### src/rtl/stby_pkg.sv
package stby_pkg;

    localparam int MODE_W  = 3;
    localparam int SEL_W   = 2;
    localparam int NUM_DOM = 5;

    // domain bit positions in the enable vector
    localparam int DOM_RTC  = 0;
    localparam int DOM_PER  = 1;
    localparam int DOM_LOSC = 2;
    localparam int DOM_HOSC = 3;
    localparam int DOM_CPU  = 4;

    // standby select codes
    localparam logic [SEL_W-1:0] SEL_RSVD  = 2'b00;
    localparam logic [SEL_W-1:0] SEL_STOP  = 2'b01;
    localparam logic [SEL_W-1:0] SEL_SLEEP = 2'b10;
    localparam logic [SEL_W-1:0] SEL_IDLE  = 2'b11;

    typedef enum logic [MODE_W-1:0] {
        MD_NORMAL = 3'd0,
        MD_SLOW   = 3'd1,
        MD_IDLE   = 3'd2,
        MD_SLEEP  = 3'd3,
        MD_STOP   = 3'd4
    } mode_e;

    typedef enum logic [2:0] {
        ACT_NONE,
        ACT_IDLE,
        ACT_SLEEP,
        ACT_STOP,
        ACT_SLOW,
        ACT_NORMAL
    } act_e;

    typedef struct packed {
        mode_e mode;       // current mode
        mode_e home;       // run mode to return to from IDLE/SLEEP
        logic  warming;    // waiting for oscillator warm-up
        logic  warm_pulse; // first cycle after SLEEP/STOP exit
    } st_t;

    localparam st_t ST_RESET = '{
        mode:       MD_NORMAL,
        home:       MD_NORMAL,
        warming:    1'b0,
        warm_pulse: 1'b0
    };

    function automatic logic is_run(mode_e m);
        return (m == MD_NORMAL) || (m == MD_SLOW);
    endfunction

    // per-domain enable decode
    function automatic logic dom_on(int d, mode_e m, mode_e h, logic w);
        logic on;
        case (d)
            DOM_CPU:  on = is_run(m) && !w;
            DOM_HOSC: on = (m == MD_NORMAL) || ((m == MD_IDLE) && (h == MD_NORMAL));
            DOM_LOSC: on = (m != MD_STOP);
            DOM_PER:  on = ((m == MD_NORMAL) && !w) ||
                           ((m == MD_IDLE) && (h == MD_NORMAL));
            DOM_RTC:  on = (m != MD_STOP);
            default:  on = 1'b0;
        endcase
        return on;
    endfunction

endpackage

### src/rtl/stby_req_arb.sv
module stby_req_arb
    import stby_pkg::*;
(
    input  mode_e             mode_i,
    input  logic              warming_i,
    input  logic              halt_i,
    input  logic              doze_i,
    input  logic [SEL_W-1:0]  sel_i,
    input  logic              fs_ok_i,
    input  logic              go_slow_i,
    input  logic              go_normal_i,
    output act_e              act_o
);

    act_e halt_act;

    // resolve the standby select field for a halt request
    always_comb begin
        case (sel_i)
            SEL_STOP:  halt_act = ACT_STOP;
            SEL_SLEEP: halt_act = fs_ok_i ? ACT_SLEEP : ACT_NONE;
            SEL_IDLE:  halt_act = ACT_IDLE;
            SEL_RSVD:  halt_act = ACT_IDLE;
            default:   halt_act = ACT_IDLE;
        endcase
    end

    // priority: doze, halt, clock switch
    always_comb begin
        act_o = ACT_NONE;
        if (is_run(mode_i) && !warming_i) begin
            if (doze_i) begin
                act_o = ACT_IDLE;
            end else if (halt_i) begin
                act_o = halt_act;
            end else if (go_slow_i && (mode_i == MD_NORMAL) && fs_ok_i) begin
                act_o = ACT_SLOW;
            end else if (go_normal_i && (mode_i == MD_SLOW)) begin
                act_o = ACT_NORMAL;
            end
        end
    end

endmodule

### src/rtl/stby_fsm.sv
module stby_fsm
    import stby_pkg::*;
(
    input  logic  clk,
    input  logic  rst_n,
    input  act_e  act_i,
    input  logic  wake_i,
    input  logic  warm_done_i,
    input  logic  stop_to_slow_i,
    output st_t   st_o
);

    st_t st_d;
    st_t st_q;

    always_comb begin
        st_d            = st_q;
        st_d.warm_pulse = 1'b0;
        case (st_q.mode)
            MD_NORMAL, MD_SLOW: begin
                if (st_q.warming) begin
                    if (warm_done_i) begin
                        st_d.warming = 1'b0;
                    end
                end else begin
                    case (act_i)
                        ACT_IDLE: begin
                            st_d.mode = MD_IDLE;
                            st_d.home = st_q.mode;
                        end
                        ACT_SLEEP: begin
                            st_d.mode = MD_SLEEP;
                            st_d.home = st_q.mode;
                        end
                        ACT_STOP: begin
                            st_d.mode = MD_STOP;
                            st_d.home = st_q.mode;
                        end
                        ACT_SLOW:   st_d.mode = MD_SLOW;
                        ACT_NORMAL: st_d.mode = MD_NORMAL;
                        default:    st_d.mode = st_q.mode;
                    endcase
                end
            end
            MD_IDLE: begin
                if (wake_i) begin
                    st_d.mode = st_q.home;
                end
            end
            MD_SLEEP: begin
                if (wake_i) begin
                    st_d.mode       = st_q.home;
                    st_d.warming    = 1'b1;
                    st_d.warm_pulse = 1'b1;
                end
            end
            MD_STOP: begin
                if (wake_i) begin
                    st_d.mode       = stop_to_slow_i ? MD_SLOW : MD_NORMAL;
                    st_d.warming    = 1'b1;
                    st_d.warm_pulse = 1'b1;
                end
            end
            default: st_d = ST_RESET;
        endcase
    end

    always_ff @(posedge clk or negedge rst_n) begin
        if (!rst_n) begin
            st_q <= ST_RESET;
        end else begin
            st_q <= st_d;
        end
    end

    assign st_o = st_q;

endmodule

### src/rtl/stby_dom_dec.sv
module stby_dom_dec
    import stby_pkg::*;
#(
    parameter int N_DOM = NUM_DOM
) (
    input  mode_e              mode_i,
    input  mode_e              home_i,
    input  logic               warming_i,
    output logic [N_DOM-1:0]   en_o
);

    for (genvar d = 0; d < N_DOM; d++) begin : g_dom
        assign en_o[d] = dom_on(d, mode_i, home_i, warming_i);
    end

endmodule

### src/rtl/stby_mode_ctrl.sv
module stby_mode_ctrl
    import stby_pkg::*;
(
    input  logic              clk,
    input  logic              rst_n,
    input  logic              halt_req,
    input  logic              doze_req,
    input  logic [SEL_W-1:0]  stby_sel,
    input  logic              go_slow,
    input  logic              go_normal,
    input  logic              wake_irq,
    input  logic              fs_stable,
    input  logic              warm_done,
    input  logic              stop_to_slow,
    output logic [MODE_W-1:0] mode_o,
    output logic              cpu_clk_en,
    output logic              hosc_en,
    output logic              losc_en,
    output logic              periph_en,
    output logic              rtc_en,
    output logic              warm_start
);

    st_t               st;
    act_e              act;
    logic [NUM_DOM-1:0] dom_en;
    logic              warming;

    stby_req_arb u_arb (
        .mode_i      (st.mode),
        .warming_i   (st.warming),
        .halt_i      (halt_req),
        .doze_i      (doze_req),
        .sel_i       (stby_sel),
        .fs_ok_i     (fs_stable),
        .go_slow_i   (go_slow),
        .go_normal_i (go_normal),
        .act_o       (act)
    );

    stby_fsm u_fsm (
        .clk            (clk),
        .rst_n          (rst_n),
        .act_i          (act),
        .wake_i         (wake_irq),
        .warm_done_i    (warm_done),
        .stop_to_slow_i (stop_to_slow),
        .st_o           (st)
    );

    stby_dom_dec #(.N_DOM(NUM_DOM)) u_dec (
        .mode_i    (st.mode),
        .home_i    (st.home),
        .warming_i (st.warming),
        .en_o      (dom_en)
    );

    assign warming    = st.warming;
    assign mode_o     = st.mode;
    assign warm_start = st.warm_pulse;
    assign cpu_clk_en = dom_en[DOM_CPU];
    assign hosc_en    = dom_en[DOM_HOSC];
    assign losc_en    = dom_en[DOM_LOSC];
    assign periph_en  = dom_en[DOM_PER];
    assign rtc_en     = dom_en[DOM_RTC];

endmodule

### config.mk
export PLATFORM = sky130hd
export DESIGN_NAME = stby_mode_ctrl
export DESIGN_NICKNAME = d
export VERILOG_FILES = /design/src/rtl/stby_pkg.sv /design/src/rtl/stby_req_arb.sv /design/src/rtl/stby_fsm.sv /design/src/rtl/stby_dom_dec.sv /design/src/rtl/stby_mode_ctrl.sv
export SDC_FILE = /design/constraint.sdc
export NUM_CORES = 1
export LEC_CHECK = 0
export BUFFER_PORTS_ARGS = -buffer_cell sky130_fd_sc_hd__buf_2
export CAP_MARGIN = 15
export CELL_PAD_IN_SITES_DETAIL_PLACEMENT = 0
export CELL_PAD_IN_SITES_GLOBAL_PLACEMENT = 2
export CORE_AREA = 2 2 49 51
export CTS_BUF_LIST = sky130_fd_sc_hd__clkbuf_4 sky130_fd_sc_hd__clkbuf_8
export CTS_CLUSTER_DIAMETER = 50
export DETAILED_ROUTE_END_ITERATION = 10
export DIE_AREA = 0 0 51 53
export GPL_ROUTABILITY_DRIVEN = 1
export PLACE_DENSITY_LB_ADDON = 0.08
export SYNTH_ARGS = -nofsm -noshare
export SYNTH_HDL_FRONTEND = slang
export SYNTH_HIERARCHICAL = 1
export SYNTH_SLANG_ARGS = --single-unit
### constraint.sdc
create_clock -name clk -period 4.81 [get_ports clk]
set_clock_uncertainty 0.05 [all_clocks]
set_input_delay 0.962 -clock clk [delete_from_list [all_inputs] [get_ports clk]]
set_output_delay 0.962 -clock clk [all_outputs]
set_load 0.02 [all_outputs]
==> metrics.md, run 1 <==
| Metric | Value |
|---|---|
| RSZ-0062 raised after global routing | `no` |
| Synthesized area | `656 sq um` |
| CTS Buffer Depth | `2` |
| Post-synth ARST share | `1.00` |
| Routed WL | `1570 microns` |
| Final setup viols | `0` |
| Num CTS Buffers | `3` |
| Level count of the clock H-tree | `1` |
| Fin crit share | `0.564` |
| TritonRoute pass-1 iters | `4` |
| Largest net degree at the start of global routing | `22` |
| Synth top area share | `0.305` |
| Row cnt | `17` |
| CORE AREA | `2150 sq um` |
| Global-route wire length before repair | `2680 microns` |
| Via/cell ratio | `5.02` |
| Post-route ant nets | `0` |
| Endpoints failing hold | `0` |
| Max reg flops | `8` |
| Reg power frac | `0.334` |
| Number of antenna violations at the first check in global routing | `0` |
| CTS tree | `done` |
| Starting DRT DRC Count | `9` |
| Post-CTS Repair Setup Buffers | `0` |
| Synth Warn # | `6` |
| Lkg Pwr | `0.373 nW` |
| Post-synthesis cell type count | `36` |
| WP data required | `3.80 ns` |
| Vias | `633` |
| Hold Crit Class | `in2async` |
| Clock slew seen by the registers of the worst setup and hold paths | `0.05 ns` |
| Worst reg2reg path startpoint | `u_fsm/st_o[6]` |
| Crit Path Category | `reg2out` |
| Grt total ovfl | `0` |
| RR Endpoint | `u_fsm/st_o[2]` |
| Power per cell area | `506 nW/um^2` |
| # IOs | `21` |
| Post-cts sizing count | `0` |
| Post-synth top area cell | `dfrtp_1` |
| Setup TNS | `0 ns` |
| Post-Synthesis Cells | `78` |
| Die X | `51 microns` |
| Final slew viol count | `0` |
| Placed insts | `123` |
| Mapped Nets | `92` |
| Root Buffer | `clkbuf_4` |
| Clk Latency, worst-skew pair | `0.25 ns` |
| Port Buffers | `20` |
| Ranking of synthesized cells by area | `dfrtp_1, nor2b_1, nand2_1, nor2_1, a211oi_2` |
| Switching share of total power | `0.483` |
| DRC violations left | `0` |
| Die H | `53 microns` |
| Pwr Total | `0.403 mW` |
| VDD IR max | `0.245 mV` |
| Antenna cells | `0` |
| Crit path DAT | `1.70 ns` |
| Post-synth EDFFs | `0` |
| WL/cell | `12.4 microns` |
| Setup crit start kind | `flop` |
| Net Switching | `0.194 mW` |
| Rel. slew slack | `0.583` |
| Fmax | `368 MHz` |
| Max-Cap Viols | `0` |
| Clock share of power | `0.122` |
| CTS Hold Bufs | `0` |
| Vias in the first global route | `595` |
| GRT Util Overall | `0.136` |
| Dpl hpwl | `1160 microns` |
| Final nets | `114` |
| CTS sink count | `8` |
| Top FF cell, synth | `dfrtp_1` |
| Worst-path fanout max | `19` |
| Final worst path period need | `2.71 ns` |
| Final Wtd Congestion | `0.652` |
| Tightest Pin Transition | `0.625 ns` |
| Register area share after synthesis | `0.305` |
| Fin cells | `126` |
| Run status | `completed` |
| Average size of a mapped cell | `8.41 sq um` |
| Reg2Reg Depth | `6` |
| Reg2reg setup slack | `2.39 ns` |
| Initial core utilization | `0.305` |
| Top cells by count, synth | `dfrtp_1, nand2_1, nor2_1` |
| Gate power share | `0.544` |
| FILL cells | `223` |
| Internal Power | `0.208 mW` |
| Die Area | `2700 sq um` |
| Crit end category | `output pin` |
| Area growth syn-to-layout | `21.4%` |
| Share of cells above drive strength 1 | `0.347` |
| #FFs+latches synth | `8` |
## power groups by stage
| stage | logic, mW | registers, mW | clock network [mW] |
|---|---|---|---|
| final | 0.219 | 0.134 | 0.0492 |
| after global routing | 0.248 | 0.141 | 0.0554 |
| after CTS | 0.221 | 0.135 | 0.0516 |
| after detailed placement | 0.220 | 0.136 | 0 |
| after global placement | 0.221 | 0.136 | 0 |
| after floorplan | 0.167 | 0.123 | 0 |
## worst max-delay path, cell delays in order, from the launching register on
cell and delay, ns:
dfrtp_1 0.58, or4_1 0.59, o41ai_1 0.07, buf_2 0.22
## cell families after synthesis
kind of cell / after synthesis / share of synthesized area
simple gates: 36 / 0.319
compound gates: 22 / 0.254
buf+inv: 8 / 0.0554
flops: 8 / 0.305
fa+ha+maj: 2 / 0.0382
xor+xnor: 1 / 0.0134
mux: 1 / 0.0153
## worst max-delay path by stage
stage                       start       endpoint  cells after the start  slack (ns)
finish              u_fsm/st_o[7]      periph_en                      3        2.10
global route        u_fsm/st_o[7]      periph_en                      3        1.96
CTS                 u_fsm/st_o[7]      periph_en                      3        2.08
detailed placement    stby_sel[0]  u_fsm/st_o[2]                      9        1.89
global placement         doze_req  u_fsm/st_o[6]                      7        1.90
floorplan             stby_sel[0]  u_fsm/st_o[2]                      8        2.10
## routing by layer
metal  GRT usage  part of all wire  wire [microns]
met1       0.170              0.50             776
met2       0.221              0.45             700
met3      0.0198             0.049              77
met4      0.0811            0.0083              13
met5           0                 0               0
## cells in the final DEF (no fill, tap or decap), types with 2 or more instances in the layout
cell,instances
nor2b_1,6
inv_1,5
buf_2,20
o31ai_1,2
o31a_1,2
o21ai_0,3
a21oi_1,3
ha_1,2
clkbuf_4,3
nor3_1,4
a211oi_2,2
dfrtp_1,8
a211oi_1,2
nand2_1,8
nor2_1,7
## area by class of cell
type | count | area (sq um) | share of cell area
clock buffers | 3 | 22.5 | 0.0283
inverters | 5 | 18.8 | 0.0236
multi-input cells | 62 | 419 | 0.527
flip-flops and latches | 8 | 200 | 0.252
well taps | 28 | 35.0 | 0.0440
repair buffers | 20 | 100 | 0.126
## metrics by stage
| stage | utilization | hold slack [ns] | worst slack [ns] | cell area (sq um) |
|---|---|---|---|---|
| after floorplan | - | 0.438 | 2.10 | 656 |
| after global routing | 0.370 | 0.487 | 1.96 | 796 |
| final | 0.370 | 0.485 | 2.10 | 796 |
| after global placement | 0.360 | 0.463 | 1.90 | 773 |
| after detailed placement | 0.360 | 0.470 | 1.89 | 773 |
| after CTS | 0.370 | 0.487 | 2.08 | 796 |
No activity file was read; power rests on OpenSTA's default activity.
==> run 2, diff against run 1 <==
- CORE_AREA: 2 2 49 51 -> 2 2 54 56
- DIE_AREA: 0 0 51 53 -> 0 0 56 58
- clock period: 4.81 -> 2.3 ns (I/O delays scaled with it)
==> metrics.md, run 2 (synthesis results as in run 1) <==
| Metric | Value |
|---|---|
| Setup TNS | `0 ns (unchanged)` |
| Worst reg2reg path startpoint | `u_fsm/st_o[7] (was u_fsm/st_o[6])` |
| Run status | `completed (unchanged)` |
| VDD IR max | `0.509 mV (was 0.245 mV)` |
| CTS sink count | `8 (unchanged)` |
| Final Wtd Congestion | `0.681 (was 0.652)` |
| Tightest Pin Transition | `0.311 ns (was 0.625 ns)` |
| CP bufs+invs | `2 (was 1)` |
| DRC violations left | `0 (unchanged)` |
| Endpoints failing hold | `0 (unchanged)` |
| CORE AREA | `2660 sq um (was 2150 sq um)` |
| Initial core utilization | `0.246 (was 0.305)` |
| Global-route wire length before repair | `3080 microns (was 2680 microns)` |
| Hold EP | `u_fsm/st_o[5]` |
| Starting DRT DRC Count | `3 (was 9)` |
| Final worst path period need | `2.14 ns` |
| TritonRoute pass-1 iters | `2 (was 4)` |
| Lkg Pwr | `0.409 nW (was 0.373 nW)` |
| Slowest cell on crit path | `or4_1 (unchanged)` |
| Power per cell area | `1050 nW/um^2 (was 506 nW/um^2)` |
| Vias in the first global route | `653 (was 595)` |
| Max-Cap Viols | `0 (unchanged)` |
| Cell depth of the worst hold path | `3` |
| Dpl hpwl | `1350 microns (was 1160 microns)` |
| Fin crit share | `0.929` |
| Final nets | `121 (was 114)` |
| Final slew viol count | `0 (unchanged)` |
| Routed WL | `1830 microns (was 1570 microns)` |
| # IOs | `21 (unchanged)` |
| Setup crit start kind | `flop (unchanged)` |
| Hold_sp | `stop_to_slow` |
| Port Buffers | `20 (unchanged)` |
| Row cnt | `19 (was 17)` |
| Rel. slew slack | `0.792 (was 0.583)` |
| Max reg flops | `8 (unchanged)` |
| Commonest non-fill, non-tap cell in the layout | `buf_2 (unchanged)` |
| RSZ-0062 raised after global routing | `no (unchanged)` |
| Hold Crit Class | `in2reg (was in2async)` |
| Area growth syn-to-layout | `30.3% (was 21.4%)` |
| Vias | `665 (was 633)` |
| Reg2reg setup slack | `0.28 ns (was 2.39 ns)` |
| CP top delay family | `simple AND/OR/NAND/NOR gates (unchanged)` |
| Setup slack at placement | `0.0196 ns (was 1.89 ns)` |
| Antenna cells | `0 (unchanged)` |
| Critical Path Max Stage Delay | `0.52 ns (was 0.59 ns)` |
| Worst Setup SP | `u_fsm/st_o[7] (unchanged)` |
| Die Area | `3250 sq um (was 2700 sq um)` |
| Final setup viols | `0 (unchanged)` |
| Clk Latency, worst-skew pair | `0.25 ns (about the same)` |
| FILL cells | `310 (was 223)` |
| Final core occ | `0.321 (was 0.370)` |
| Largest net degree at the start of global routing | `21 (was 22)` |
| Level count of the clock H-tree | `1 (unchanged)` |
| Die H | `58 microns (was 53 microns)` |
| Reg2Reg Depth | `7 (was 6)` |
| Num CTS Buffers | `3 (unchanged)` |
| Worst-path fanout max | `18 (was 19)` |
| WP data required | `1.79 ns (was 3.80 ns)` |
| Crit Path Category | `reg2out (unchanged)` |
| Fmax | `468 MHz` |
| Crit end category | `output pin (unchanged)` |
| Critical Path, Cell by Cell | `buf_4 > or4_1 > o41ai_1 > buf_2 (was or4_1 > o41ai_1 > buf_2)` |
| WL/cell | `13.5 microns (was 12.4 microns)` |
| RR Endpoint | `u_fsm/st_o[6] (was u_fsm/st_o[2])` |
| Share of cells above drive strength 1 | `0.381 (was 0.347)` |
| Number of antenna violations at the first check in global routing | `0 (unchanged)` |
| GRT Util Overall | `0.120 (was 0.136)` |
| Post-route ant nets | `0 (unchanged)` |
| Final worst setup slack | `0.163 ns (was 2.10 ns)` |
| Grt total ovfl | `0 (unchanged)` |
| Via/cell ratio | `4.89 (was 5.02)` |
| CTS tree | `done (unchanged)` |
| Crit path DAT | `1.63 ns (was 1.70 ns)` |
| Root Buffer | `clkbuf_4 (unchanged)` |
| Die X | `56 microns (was 51 microns)` |
| CTS Buffer Depth | `2 (unchanged)` |
| FF+latch area | `200 sq um (unchanged)` |
| Clock slew seen by the registers of the worst setup and hold paths | `0.05 ns (about the same)` |
| Most frequent cells in the layout | `buf_2, nand2_1, dfrtp_1 (unchanged)` |
| Multi-input gate area | `419 sq um (unchanged)` |
## run 2: cell count changes in the layout (fill, tap and decap cells not counted), sizes merged
cell and delta:
dlygate4sd3 +1, buf +6
## run 2: metrics by stage
step           hold slack, ns  area [sq um]  power [mW]  instances
6_report                0.451           855       0.896        136
5_1_grt                 0.483           855       0.978        136
4_1_cts                 0.449           855       0.908        136
3_5_place_dp            0.266           822       0.796        132
3_3_place_gp            0.265           822       0.800        132
2_1_floorplan           0.114           656       0.608         78
## run 2: per-layer routing
metal / global-route usage / vias up / wire, microns
li1: - / 338 / -
met1: 0.163 / 312 / 906
met2: 0.198 / 15 / 842
met3: 0.0156 / 0 / 83
met4: 0.0408 / 0 / 0
met5: 0 / - / 0
## run 2: worst reg2reg max path: stages (launching register included)
cell and delay [ns]:
dfrtp_1 0.38, or4_4 0.55, a211oi_2 0.18, buf_4 0.18
and3b_2 0.20, o31ai_1 0.24, a21oi_1 0.10, nor2_1 0.09
## run 2: final cells by class
class                           instances  share of cell area
Tap cell                               31              0.0454
Multi-Input combinational cell         62               0.490
Sequential cell                         8               0.234
Timing Repair Buffer                   27               0.182
Inverter                                5              0.0220
Clock buffer                            3              0.0264
## run 2: report_power, final
part / leakage [nW] / switching, mW / internal (mW)
sequential: 0.107 / 0.0303 / 0.175
clock: 0.0138 / 0.0453 / 0.0596
combinational: 0.288 / 0.349 / 0.238
total: 0.409 / 0.424 / 0.472
## run 2: what timing repair did
item                                   in CTS  in global routing
setup buffers                               0                  0
hold buffers                                1                  0
endpoints found under the hold margin       8                  0
gates resized for setup                     0                  0
## run 2: worst max path at each step
stage | to | slack, ns | cells after the start
2_1_floorplan | u_fsm/st_o[2] | 0.09 | 8
3_3_place_gp | u_fsm/st_o[6] | 0.07 | 8
3_5_place_dp | u_fsm/st_o[6] | 0.02 | 10
4_1_cts | periph_en | 0.14 | 4
5_1_grt | periph_en | 0.09 | 4
6_report | periph_en | 0.16 | 4
